## config.mk

```make
export PLATFORM = sky130hd
export DESIGN_NAME = ldst_queue_unit
export DESIGN_NICKNAME = d
export VERILOG_FILES = /design/src/rtl/ldst_pkg.sv /design/src/rtl/ldst_agen.sv /design/src/rtl/ldst_extend.sv /design/src/rtl/ldst_fifo.sv /design/src/rtl/ldst_queue_unit.sv
export SDC_FILE = /design/constraint.sdc
export NUM_CORES = 1
export LEC_CHECK = 0
export BUFFER_PORTS_ARGS = -buffer_cell sky130_fd_sc_hd__buf_2
export CORE_MARGIN = 10
export CORE_UTILIZATION = 52
export DETAILED_ROUTE_END_ITERATION = 6
export PLACE_DENSITY = 0.87
export SYNTH_ARGS = -nofsm -noshare
export SYNTH_HDL_FRONTEND = slang
export SYNTH_SLANG_ARGS = --single-unit
```

## constraint.sdc

```tcl
create_clock -name clk -period 4.3 [get_ports clk]
set_input_delay 0.43 -clock clk [delete_from_list [all_inputs] [get_ports clk]]
set_output_delay 0.43 -clock clk [all_outputs]
set_load 0.01 [all_outputs]
```

## src/rtl/ldst_pkg.sv

```systemverilog
package ldst_pkg;
  typedef enum logic [1:0] {
    SZ_BYTE = 2'b00,
    SZ_HALF = 2'b01,
    SZ_WORD = 2'b10,
    SZ_DBL  = 2'b11
  } acc_size_e;

  localparam logic [4:0] CAUSE_LD_MISALIGN = 5'd4;
  localparam logic [4:0] CAUSE_ST_MISALIGN = 5'd6;
endpackage

```

## src/rtl/ldst_agen.sv

```systemverilog
module ldst_agen #(
  parameter int XLEN  = 64,
  parameter int IMM_W = 12
) (
  input  logic [XLEN-1:0]  base,
  input  logic [IMM_W-1:0] imm,
  input  logic [1:0]       size,
  output logic [XLEN-1:0]  addr,
  output logic             misaligned
);
  import ldst_pkg::*;

  localparam int EXT_W = XLEN - IMM_W;

  assign addr = base + {{EXT_W{imm[IMM_W-1]}}, imm};

  always_comb begin
    case (acc_size_e'(size))
      SZ_BYTE: misaligned = 1'b0;
      SZ_HALF: misaligned = addr[0];
      SZ_WORD: misaligned = |addr[1:0];
      default: misaligned = |addr[2:0];
    endcase
  end
endmodule

```

## src/rtl/ldst_extend.sv

```systemverilog
module ldst_extend #(
  parameter int XLEN = 64
) (
  input  logic [XLEN-1:0] raw,
  input  logic [1:0]      size,
  input  logic            zero_ext,
  output logic [XLEN-1:0] value
);
  import ldst_pkg::*;

  logic fill;

  always_comb begin
    case (acc_size_e'(size))
      SZ_BYTE: begin
        fill  = ~zero_ext & raw[7];
        value = {{(XLEN-8){fill}}, raw[7:0]};
      end
      SZ_HALF: begin
        fill  = ~zero_ext & raw[15];
        value = {{(XLEN-16){fill}}, raw[15:0]};
      end
      SZ_WORD: begin
        fill  = ~zero_ext & raw[31];
        value = {{(XLEN-32){fill}}, raw[31:0]};
      end
      default: begin
        fill  = 1'b0;
        value = raw;
      end
    endcase
  end
endmodule

```

## src/rtl/ldst_fifo.sv

```systemverilog
module ldst_fifo #(
  parameter int W     = 8,
  parameter int DEPTH = 4
) (
  input  logic         clk,
  input  logic         rst_n,
  input  logic         push,
  input  logic         pop,
  input  logic [W-1:0] din,
  output logic [W-1:0] dout,
  output logic         full,
  output logic         empty,
  output logic [$clog2(DEPTH+1)-1:0] count
);
  localparam int PW = $clog2(DEPTH);
  localparam int CW = $clog2(DEPTH+1);

  logic [W-1:0]  mem [DEPTH];
  logic [PW-1:0] wr_ptr_q, wr_ptr_d, rd_ptr_q, rd_ptr_d;
  logic [CW-1:0] cnt_q, cnt_d;
  logic [DEPTH-1:0] slot_we;

  always_comb begin
    wr_ptr_d = push ? wr_ptr_q + PW'(1) : wr_ptr_q;
    rd_ptr_d = pop  ? rd_ptr_q + PW'(1) : rd_ptr_q;
    cnt_d    = cnt_q;
    if (push && !pop) cnt_d = cnt_q + CW'(1);
    else if (pop && !push) cnt_d = cnt_q - CW'(1);
  end

  always_ff @(posedge clk or negedge rst_n) begin
    if (!rst_n) begin
      wr_ptr_q <= '0;
      rd_ptr_q <= '0;
      cnt_q    <= '0;
    end else begin
      wr_ptr_q <= wr_ptr_d;
      rd_ptr_q <= rd_ptr_d;
      cnt_q    <= cnt_d;
    end
  end

  for (genvar g = 0; g < DEPTH; g++) begin : g_slot
    assign slot_we[g] = push && (wr_ptr_q == PW'(g));
    always_ff @(posedge clk) begin
      if (slot_we[g]) mem[g] <= din;
    end
  end

  assign dout  = mem[rd_ptr_q];
  assign full  = (cnt_q == CW'(DEPTH));
  assign empty = (cnt_q == '0);
  assign count = cnt_q;
endmodule

```

## src/rtl/ldst_queue_unit.sv

```systemverilog
module ldst_queue_unit #(
  parameter int XLEN  = 64,
  parameter int IMM_W = 12,
  parameter int ROB_W = 4,
  parameter int DEPTH = 4
) (
  input  logic             clk,
  input  logic             rst_n,
  input  logic             stall,
  input  logic             in_valid,
  input  logic [ROB_W-1:0] in_rob_idx,
  input  logic [4:0]       in_rd,
  input  logic             in_is_store,
  input  logic [1:0]       in_size,
  input  logic             in_unsigned,
  input  logic [XLEN-1:0]  in_base,
  input  logic [IMM_W-1:0] in_imm,
  input  logic [XLEN-1:0]  in_wdata,
  output logic             accept_rdy,
  output logic             req_valid,
  output logic             req_is_store,
  output logic [1:0]       req_size,
  output logic [XLEN-1:0]  req_addr,
  output logic [XLEN-1:0]  req_wdata,
  input  logic             req_ready,
  input  logic             resp_valid,
  input  logic [XLEN-1:0]  resp_data,
  output logic             resp_ready,
  output logic             done,
  output logic [ROB_W-1:0] done_rob_idx,
  output logic             ld_wb_valid,
  output logic [4:0]       ld_wb_rd,
  output logic [XLEN-1:0]  ld_wb_data,
  output logic             exc_valid,
  output logic [4:0]       exc_cause,
  output logic [ROB_W-1:0] exc_rob_idx
);
  import ldst_pkg::*;

  localparam int EW = ROB_W + 5 + 1 + 2 + 1 + 2 * XLEN;
  localparam int CW = $clog2(DEPTH+1);

  logic [XLEN-1:0] agen_addr, ext_data;
  logic            agen_mis;
  logic            q_full, q_empty;
  logic [CW-1:0]   q_cnt;
  logic [EW-1:0]   push_word, head_word;
  logic            take, push, pop, req_hs, resp_hs;

  logic [ROB_W-1:0] h_rob;
  logic [4:0]       h_rd;
  logic             h_st, h_uns;
  logic [1:0]       h_size;
  logic [XLEN-1:0]  h_addr, h_wdata;

  logic             busy_q, busy_d;
  logic             done_q, done_d, ldwb_q, ldwb_d, exc_q, exc_d;
  logic [ROB_W-1:0] done_rob_q, exc_rob_q;
  logic [4:0]       ldwb_rd_q, exc_cause_q, exc_cause_d;
  logic [XLEN-1:0]  ldwb_data_q;

  ldst_agen #(.XLEN(XLEN), .IMM_W(IMM_W)) agen_i (
    .base(in_base), .imm(in_imm), .size(in_size),
    .addr(agen_addr), .misaligned(agen_mis)
  );

  assign push_word = {in_rob_idx, in_rd, in_is_store, in_size, in_unsigned,
                      agen_addr, in_wdata};

  ldst_fifo #(.W(EW), .DEPTH(DEPTH)) queue_i (
    .clk(clk), .rst_n(rst_n), .push(push), .pop(pop),
    .din(push_word), .dout(head_word),
    .full(q_full), .empty(q_empty), .count(q_cnt)
  );

  assign {h_rob, h_rd, h_st, h_size, h_uns, h_addr, h_wdata} = head_word;

  ldst_extend #(.XLEN(XLEN)) ext_i (
    .raw(resp_data), .size(h_size), .zero_ext(h_uns), .value(ext_data)
  );

  // acceptance, issue and response handshakes
  assign accept_rdy = ~q_full;
  assign take       = in_valid & ~stall & ~q_full;
  assign push       = take & ~agen_mis;
  assign req_valid  = ~q_empty & ~busy_q & ~stall;
  assign req_hs     = req_valid & req_ready;
  assign resp_ready = busy_q & ~stall;
  assign resp_hs    = resp_valid & resp_ready;
  assign pop        = resp_hs;

  assign req_is_store = h_st;
  assign req_size     = h_size;
  assign req_addr     = h_addr;
  assign req_wdata    = h_wdata;

  always_comb begin
    busy_d = busy_q;
    if (req_hs) busy_d = 1'b1;
    else if (resp_hs) busy_d = 1'b0;
    done_d      = resp_hs;
    ldwb_d      = resp_hs & ~h_st;
    exc_d       = take & agen_mis;
    exc_cause_d = in_is_store ? CAUSE_ST_MISALIGN : CAUSE_LD_MISALIGN;
  end

  always_ff @(posedge clk or negedge rst_n) begin
    if (!rst_n) begin
      busy_q      <= 1'b0;
      done_q      <= 1'b0;
      ldwb_q      <= 1'b0;
      exc_q       <= 1'b0;
      done_rob_q  <= '0;
      ldwb_rd_q   <= '0;
      ldwb_data_q <= '0;
      exc_cause_q <= '0;
      exc_rob_q   <= '0;
    end else begin
      busy_q <= busy_d;
      done_q <= done_d;
      ldwb_q <= ldwb_d;
      exc_q  <= exc_d;
      if (resp_hs) begin
        done_rob_q  <= h_rob;
        ldwb_rd_q   <= h_rd;
        ldwb_data_q <= ext_data;
      end
      if (exc_d) begin
        exc_cause_q <= exc_cause_d;
        exc_rob_q   <= in_rob_idx;
      end
    end
  end

  assign done         = done_q;
  assign done_rob_idx = done_rob_q;
  assign ld_wb_valid  = ldwb_q;
  assign ld_wb_rd     = ldwb_rd_q;
  assign ld_wb_data   = ldwb_data_q;
  assign exc_valid    = exc_q;
  assign exc_cause    = exc_cause_q;
  assign exc_rob_idx  = exc_rob_q;
endmodule

```

==> flow_metrics.env <==
export IMPL_status="completed"
export IMPL_slowest_stage="fa_1"
export IMPL_fin_crit_sh_pct=79.2
export IMPL_fillCellCount=3783
export IMPL_drc=0
export IMPL_synth_edf_count=564
export IMPL_fin_nets=2384
export IMPL_switching_share_pct=31.4
export IMPL_pwr_share_clk_pct=29.8
export IMPL_core_area_um2=54100
export IMPL_tightest_slew_ps=1140
export IMPL_syn_avg_cell_area_um2=16.0
export IMPL_drv_slew=0
export IMPL_io_pins=442
export IMPL_min_from="in_wdata[35]"
export IMPL_clk_latency_ps=610
export IMPL_period_minus_slack_ps=3400
export IMPL_crit_buf_inv=1
export IMPL_syn_inst=1781
export IMPL_drt_first_pass_iters=5
export IMPL_p_per_area_nw_per_um2=610
export IMPL_initial_core_util_pct=52.8
export IMPL_grt_max_degree=104
export IMPL_ys_flop_type="edfxtp_1"
export IMPL_hold_violations=0
export IMPL_worstSetupPathType="in2reg"
export IMPL_setup_tns_ps=0
export IMPL_ant_nets=0
export IMPL_drv_cap=0
export IMPL_end_kind="flop"
export IMPL_cp_max_fo=5
export IMPL_p_sw_uw=6290
export IMPL_internal_power_uw=13800
export IMPL_vias_per_cell=5.87
export IMPL_final_cell_mix="edfxtp_1, buf_2, nand2_1"
export IMPL_die_w_um=254
export IMPL_crit_arrival_ps=3790
export IMPL_max_slew_margin_rel_pct=24.1
export IMPL_synthToLayoutAreaGrowth_pct=15.1
export IMPL_grt_pass1_wl_um=104000
export IMPL_clock_skew_ps=26.4
export IMPL_dieArea_um2=64700
export IMPL_cts_resized=0
export IMPL_routed_via_count=16700
export IMPL_finalPower_uw=20100
export IMPL_final_common_cell="edfxtp_1"
export IMPL_place_hpwl_um=46400
export IMPL_seq_area_frac_synth_pct=67.2
export IMPL_ys_ff_latch=654
export IMPL_setup_slack_ps=896
export IMPL_startpoint_type="primary input"
export IMPL_fmax_mhz=294
export IMPL_drive_above_1_share_pct=34.3
export IMPL_syn_area_um2=28600
export IMPL_antenna_found_initial=13
export IMPL_crit_family="compound AO/OA/AOI/OAI gates"
export IMPL_critical_path_max_stage_delay_ps=440
export IMPL_whs_ps=41.4
export IMPL_seqPwrFrac_pct=40.4
export IMPL_globalRouteTotalUtil_pct=21.1
export IMPL_clock_sinks=654
export IMPL_cts_setup_buffers=0
export IMPL_cts_buffer_depth=3
export IMPL_cts_buffers=69
export IMPL_overflow=0
export IMPL_critPathLaunch="in_base[0]"
export IMPL_std_cell_rows=85
export IMPL_die_h_um=254
export IMPL_yosysWarningCount=0
export IMPL_grt_setup_unrepaired="no"
export IMPL_synth_cell_types=74
export IMPL_power_leakage_uw=0.0124
export IMPL_path_cells="buf_2, ha_1, fa_1, a21oi_1, o22ai_1, o211ai_1, o21ai_1, a21oi_1, o21ai_1, a21o_1, a31oi_1, o21ai_0, xor2_1"
export IMPL_wl_per_cell_um=24.4
export IMPL_place_ws_ps=347
export IMPL_wl_um=69500
export IMPL_pwr_share_comb_pct=29.9
export IMPL_async_flop_share_pct=13.8
export IMPL_worst_ep_required_time_ps=4690
export IMPL_ctsHtreeMaxLevel=3
export IMPL_finalSetupViolCount=0
export IMPL_drt_initial_drc_count=1411
export IMPL_cts_hold_buf=3
export IMPL_path_clk_slew_ps=70
export IMPL_vdd_ir_drop_max_uv=417
export IMPL_hp_class="in2reg"
export IMPL_cts_tree="built"
export IMPL_routabilityCongestion=0.929
export IMPL_clockRootBuffer="clkbuf_16"
export IMPL_port_buffers=438
export IMPL_reg2reg_from="queue_i.rd_ptr_q[0]"
export IMPL_grt_pass1_vias=17300
==> metrics by stage <==
| step | instances | area, um^2 | util, % |
|---|---|---|---|
| global placement | 2713 | 30500 | 56.4 |
| finish | 2850 | 32900 | 60.7 |
| CTS | 2842 | 32800 | 60.7 |
| detailed placement | 2713 | 30500 | 56.4 |
| floorplan | 1783 | 28600 | - |
| global route | 2847 | 32900 | 60.7 |
==> cell type report <==
cell class                 count  area [um^2]  area share, %
sequential                   654        19200           58.4
multi-input combinational    890         7950           24.2
timing repair buffer         462         2490           7.59
clock buffer                  77         1800           5.47
tap                          696          871           2.65
clock inverter                49          489           1.49
inverter                      14         52.6          0.160
antenna                        8         20.0         0.0609
==> final timing paths <==
kind / end / slack, ps / depth (start not counted)
worst max-delay path: queue_i.mem[3][122] / 900 / 13
worst min-delay path: queue_i.mem[1][35] / 40 / 1
worst max register to register: ld_wb_data[30] / 1160 / 6
worst min register to register: ld_wb_data[39] / 470 / 2
max in group asynchronous: queue_i.rd_ptr_q[0] / 3380 / 1
min in group asynchronous: ld_wb_data[37] / 50 / 1
==> registers in the layout, summed over array words and instances, names as in the netlist, 2 cells and up <==
| register | count |
|---|---|
| ld_wb_data | 64 |
| queue_i.count | 3 |
| ld_wb_rd | 5 |
| queue_i.mem | 564 |
| exc_cause | 2 |
| done_rob_idx | 4 |
| exc_rob_idx | 4 |
| queue_i.wr_ptr_q | 2 |
| queue_i.rd_ptr_q | 2 |
==> Yosys cell counts (all sizes together), types with 3 or more instances <==
cell      n  area [um^2]
ha       68          851
a41oi     3         41.3
o21ai    78          390
xor2     30          263
and3      8         51.3
a31o      5         52.6
and2      8         50.1
o211ai    5         47.5
clkbuf   59          228
nand3    12         60.1
nor2b     8         50.1
buf     166         1160
nor2     49          184
nand4    21          131
o21bai    6         45.0
o21a      3         22.5
nand2   167          627
dfrtp    90         2250
edfxtp  564        16900
and4      4         35.0
a21oi   124          632
mux4    141         3180
o31ai     3         36.3
nor3      8         40.0
xnor2    38          333
a211oi    5         42.5
a21o     45          339
inv      13         48.8
a31oi     8         71.3
nand2b    7         43.8
==> routing by layer <==
layer | track usage (%) | vias up | share of wire (%)
li1 | - | 7367 | -
met1 | 25.4 | 8482 | 37
met2 | 36.6 | 711 | 52
met3 | 4.31 | 150 | 7.4
met4 | 9.01 | 10 | 3.7
met5 | 0 | - | 0.095
==> power by group through the flow <==
| stage | clock network, uW | registers, uW | logic (uW) |
|---|---|---|---|
| after CTS | 6110 | 8100 | 6100 |
| after floorplan | 0 | 8290 | 4430 |
| after global placement | 0 | 8160 | 5900 |
| final | 5970 | 8100 | 5990 |
| after global routing | 6350 | 8170 | 6440 |
| after detailed placement | 0 | 8220 | 6040 |
==> cell families (layout without fill, tap and decap cells) <==
| kind of cell | after synthesis | after routing | share of synthesized area [%] |
|---|---|---|---|
| xor+xnor | 68 | 68 | 2.09 |
| other cells | 1 | 11 | 0.0131 |
| buf+inv | 239 | 602 | 5.06 |
| compound gates | 305 | 305 | 6.64 |
| mux | 143 | 143 | 11.2 |
| flops | 654 | 654 | 67.2 |
| fa+ha+maj | 70 | 70 | 3.12 |
| simple gates | 301 | 301 | 4.69 |
Power figures use the tool's default switching activity.
